--- config.mk ---
export PLATFORM = sky130hd
export DESIGN_NAME = mt_issue_sched
export DESIGN_NICKNAME = d
export VERILOG_FILES = /design/src/rtl/mt_issue_sched.sv
export SDC_FILE = /design/constraint.sdc
export NUM_CORES = 1
export LEC_CHECK = 0
export CELL_PAD_IN_SITES_DETAIL_PLACEMENT = 1
export CELL_PAD_IN_SITES_GLOBAL_PLACEMENT = 1
export CORE_AREA = 2 2 89 70
export CTS_BUF_LIST = sky130_fd_sc_hd__clkbuf_4 sky130_fd_sc_hd__clkbuf_8
export DETAILED_ROUTE_END_ITERATION = 10
export DIE_AREA = 0 0 91 72
export DONT_BUFFER_PORTS = 1
export MAX_ROUTING_LAYER = met4
export PLACE_DENSITY = 0.83
export SYNTH_ARGS = -nofsm -noshare
export SYNTH_HDL_FRONTEND = slang
export SYNTH_SLANG_ARGS = --single-unit
--- constraint.sdc ---
create_clock -name clk -period 2.5 [get_ports clk]
set_input_delay 0.25 -clock clk [delete_from_list [all_inputs] [get_ports clk]]
set_output_delay 0.25 -clock clk [all_outputs]
set_load 0.05 [all_outputs]
--- src/rtl/mt_issue_sched.sv ---
module mt_issue_sched #(
  parameter int NTHR    = 4,
  parameter int ALU_LAT = 4,
  parameter int CPX_LAT = 20,
  localparam int TW = (NTHR > 1) ? $clog2(NTHR) : 1
) (
  input  logic            clk,
  input  logic            rst_n,
  input  logic [NTHR-1:0] thr_valid,
  input  logic [NTHR-1:0] thr_cpx,
  input  logic [NTHR-1:0] thr_fin,
  input  logic [NTHR-1:0] thr_reload,
  input  logic            cpx_gnt,
  output logic            cpx_req,
  output logic            iss_valid,
  output logic            iss_cpx,
  output logic [TW-1:0]   iss_tid,
  output logic            alu_wb_valid,
  output logic [TW-1:0]   alu_wb_tid,
  output logic            cpx_wb_valid,
  output logic [TW-1:0]   cpx_wb_tid
);

  logic [NTHR-1:0] busy, done, wb_clr, elig, iss_mask;
  logic [ALU_LAT-1:0] alu_v;
  logic [TW-1:0]      alu_t [ALU_LAT];
  logic [CPX_LAT-1:0] cpx_v;
  logic [TW-1:0]      cpx_t [CPX_LAT];
  logic            s_hit, c_hit, take_cpx;
  logic [TW-1:0]   s_idx, c_idx;

  assign alu_wb_valid = alu_v[ALU_LAT-1];
  assign alu_wb_tid   = alu_t[ALU_LAT-1];
  assign cpx_wb_valid = cpx_v[CPX_LAT-1];
  assign cpx_wb_tid   = cpx_t[CPX_LAT-1];

  always_comb begin
    wb_clr = '0;
    if (alu_wb_valid) wb_clr[alu_wb_tid] = 1'b1;
    if (cpx_wb_valid) wb_clr[cpx_wb_tid] = 1'b1;
  end

  assign elig = thr_valid & ~done & ~(busy & ~wb_clr);

  always_comb begin
    s_hit = 1'b0; s_idx = '0;
    c_hit = 1'b0; c_idx = '0;
    for (int i = NTHR-1; i >= 0; i--) begin
      if (elig[i] && !thr_cpx[i]) begin s_hit = 1'b1; s_idx = TW'(i); end
      if (elig[i] &&  thr_cpx[i]) begin c_hit = 1'b1; c_idx = TW'(i); end
    end
  end

  assign cpx_req   = c_hit && (!s_hit || c_idx < s_idx);
  assign take_cpx  = cpx_req && cpx_gnt;
  assign iss_valid = take_cpx || s_hit;
  assign iss_cpx   = take_cpx;
  assign iss_tid   = take_cpx ? c_idx : s_idx;

  always_comb begin
    iss_mask = '0;
    if (iss_valid) iss_mask[iss_tid] = 1'b1;
  end

  always_ff @(posedge clk) begin
    if (!rst_n) begin
      busy  <= '0;
      done  <= '0;
      alu_v <= '0;
      cpx_v <= '0;
      for (int k = 0; k < ALU_LAT; k++) alu_t[k] <= '0;
      for (int k = 0; k < CPX_LAT; k++) cpx_t[k] <= '0;
    end else begin
      busy  <= (busy & ~wb_clr) | iss_mask;
      done  <= (done | thr_fin) & ~thr_reload;
      alu_v <= {alu_v[ALU_LAT-2:0], iss_valid && !iss_cpx};
      cpx_v <= {cpx_v[CPX_LAT-2:0], take_cpx};
      alu_t[0] <= iss_tid;
      cpx_t[0] <= iss_tid;
      for (int k = 1; k < ALU_LAT; k++) alu_t[k] <= alu_t[k-1];
      for (int k = 1; k < CPX_LAT; k++) cpx_t[k] <= cpx_t[k-1];
    end
  end

endmodule

==> results.md <==
* Status: finished, violations left
* Failing checks: setup timing
* Detail Placement HPWL at 4.450 mm
* RSZ-0062 raised after global routing: yes
* Reg-to-Reg End: alu_v[0]
* Synth warnings at 0
* Slew Viols, Final at 0
* Synth cell types at 48
* Hold endpoint: cpx_t[0][4]
* CTS sink count at 72
* Final wirelength at 7.225 mm
* Slew @ Worst Pin at 538.4 ps
* Worst r2r src: cpx_t[0][7]
* Max IR drop VDD at 0.4387 mV
* # IOs at 30
* Hold path startpoint: rst_n
* Register-to-Register Path Depth at 10
* CTS max path bufs at 2
* Hold Path Class: primary input to flop
* TritonCTS buffer count at 9
* # Max-Cap Violations at 0
* Number of global-route vias before repair at 2,148
* Top_reg_cell synth: dfxtp_1
* Place WS at -183.0 ps
* Fin worst setup slack at -457.0 ps
* Largest net degree at the start of global routing at 68
* F_max at 338.2 MHz
* Critical Path AT at 2710 ps
* Largest area contributor in the netlist: dfxtp_1
* Via count at 2,022
* Row cnt at 24
* First-pass GRT wire length at 10.93 mm
* Die W at 91 um
* CP Capture Type: output pin
* Overflow after GRT at 0
* First-pass DRT Iterations at 4
* DIE HEIGHT at 72 um
* Die area at 6552 um2
* Post-synth EDFFs at 0
* CTS tree: done
* Drt wl/cell at 19.11 um
* Final Hold Vio Count at 0
* Nets@finish at 318
* Skew final at 7.665 ps
* Finish-stage setup viols at 13
* All-Layer GR Usage at 0.2327
* Initial Util at 0.4479
* CP startpoint kind: flop
* Crit share post-route at 1.183
* Crit path launch: cpx_t[0][6]
* Post-route DRC at 0
* Power per cell area at 711.0 nW/um2
* I/O Buffers at 0
* Final ANT Viol Nets at 0
* Layout cell share with drive strength beyond 1 at 0.3700
* Clock Latency Late Sink at 330 ps
* Synth area leaders: dfxtp_1, and2_1, a311oi_1
* Post-synth ARST share at 0
* Core Footprint at 5645 um2
* CTS root buf: clkbuf_8
* CP required at 2250 ps
* Mean Syn Cell Area at 10.67 um2
* Worst rel slew slack at 0.6384
* Worst Hold Depth at 1
* Clk pin slew, worst setup/hold paths at 70 ps
* CP Class: flop to output pin
* Fin crit period at 2957 ps
* Fin area at 3496 um2
* Mapped Cells at 237
* Global placement routability congestion at 1.044
* H-tree depth at 3
* DR vias/cell at 5.349
* # diodes at 0
* Lkg Pwr at 1.416 nW
* Final Util at 0.6192
* Sequential fraction of the synthesis area at 0.5700
* Iteration-0 DRC Markers at 119
* Synthesized Nets at 257
* FF+latch count, synth at 72
* Worst-path fanout max at 4
* Area share of the largest cell type after synthesis at 0.5700
* Area of the mapped netlist at 2529 um2
* Initial antenna violation count at 0
* R2r setup slk at -160 ps
* Post-DP Area at 3050 um2
* Area growth from synthesis to layout at 38.25%
==> cells in the mapped netlist (3+ instances only) <==
| library cell | n |
|---|---|
| dfxtp_1 | 72 |
| clkbuf_1 | 7 |
| nand2b_1 | 3 |
| a21oi_1 | 3 |
| buf_4 | 4 |
| nand3b_1 | 4 |
| and2_1 | 62 |
| nor3_1 | 7 |
| nand3_1 | 6 |
| nor2_1 | 10 |
| a311oi_1 | 7 |
| inv_1 | 6 |
==> placed cells by master, fill, tap and decap left out, types with 4 or more instances in the layout <==
cell type,synthesis,final
buf_4,4,46
and2_1,62,61
buf_6,0,8
nand3b_1,4,4
nand3_1,6,6
clkbuf_8,0,9
dfxtp_1,72,67
dlygate4sd3_1,0,4
nor3_1,7,7
a311oi_2,1,7
nor2_1,10,7
inv_1,6,5
==> logic make-up (layout without fill, tap and decap cells) <==
kind of cell / after synthesis / count (layout) / synth area share
AOI/OAI and AO/OA: 38 / 38 / 0.1331
adders and majority gates: 1 / 1 / 0.004947
buffers and inverters: 19 / 82 / 0.03463
DFF: 72 / 72 / 0.5700
and+or+nand+nor: 107 / 107 / 0.2573
==> sequential cells by signal (all words and copies together), names as in the netlist <==
register  flops
done          4
busy          4
alu_v         4
cpx_t        40
cpx_v        20
==> report_power, final <==
group / switching [mW] / internal, mW
clock network: 0.394 / 0.340
registers: 0.0211 / 1.17
logic: 0.288 / 0.269
total: 0.704 / 1.78
==> layer usage <==
layer  share of wire  up-vias  GRT usage
li1                -      940          -
met1            0.42     1002     0.2791
met2            0.49       66     0.3613
met3           0.062       14    0.07996
met4           0.020        0    0.09933
met5               0        -          -
==> how the worst max path moves through the flow <==
stage	endpoint	slack (ps)	cells after the start
final	iss_tid[0]	-460	9
after global routing	iss_tid[1]	-550	9
after CTS	iss_cpx	-390	9
after detailed placement	iss_tid[0]	-180	10
after global placement	iss_cpx	-110	9
after floorplan	busy[1]	-230	9
==> worst max-delay path, cell delays in order (launching register included) <==
cell,delay (ps)
dfxtp_4,370
or3b_4,430
a311o_2,430
o211ai_1,180
ha_4,270
nor2_4,110
buf_4,150
o21bai_4,60
a21oi_4,200
buf_12,160
==> layout make-up <==
cell class | instances | area [um2]
Tap cell | 78 | 97.59
Multi-Input combinational cell | 146 | 1216
Fill cell | 609 | 2150
Timing Repair Buffer | 62 | 550.5
Inverter | 7 | 28.78
Clock inverter | 4 | 23.77
Sequential cell | 72 | 1455
Clock buffer | 9 | 123.9
==> repair_timing <==
| action | CTS | global route |
|---|---|---|
| buffers inserted | 5 | 9 |
| pin swaps | 16 | 9 |
| endpoints found under the setup margin | 13 | 13 |
| hold buffers | 4 | 0 |
| endpoints found under the hold margin | 4 | 0 |
| gates resized for setup | 20 | 20 |
==> per-stage QoR <==
| step | hold WS (ps) | power, mW | cells | TNS, ps |
|---|---|---|---|---|
| 2_1_floorplan | 329.3 | 1.474 | 237 | -1618 |
| 3_3_place_gp | 330.8 | 1.647 | 352 | -526.2 |
| 3_5_place_dp | 331.9 | 1.656 | 352 | -1292 |
| 4_1_cts | 12.44 | 2.448 | 373 | -1721 |
| 5_1_grt | 17.92 | 2.595 | 378 | -3960 |
| 6_report | 38.19 | 2.486 | 378 | -2716 |
(Power assumes the default switching activity.)
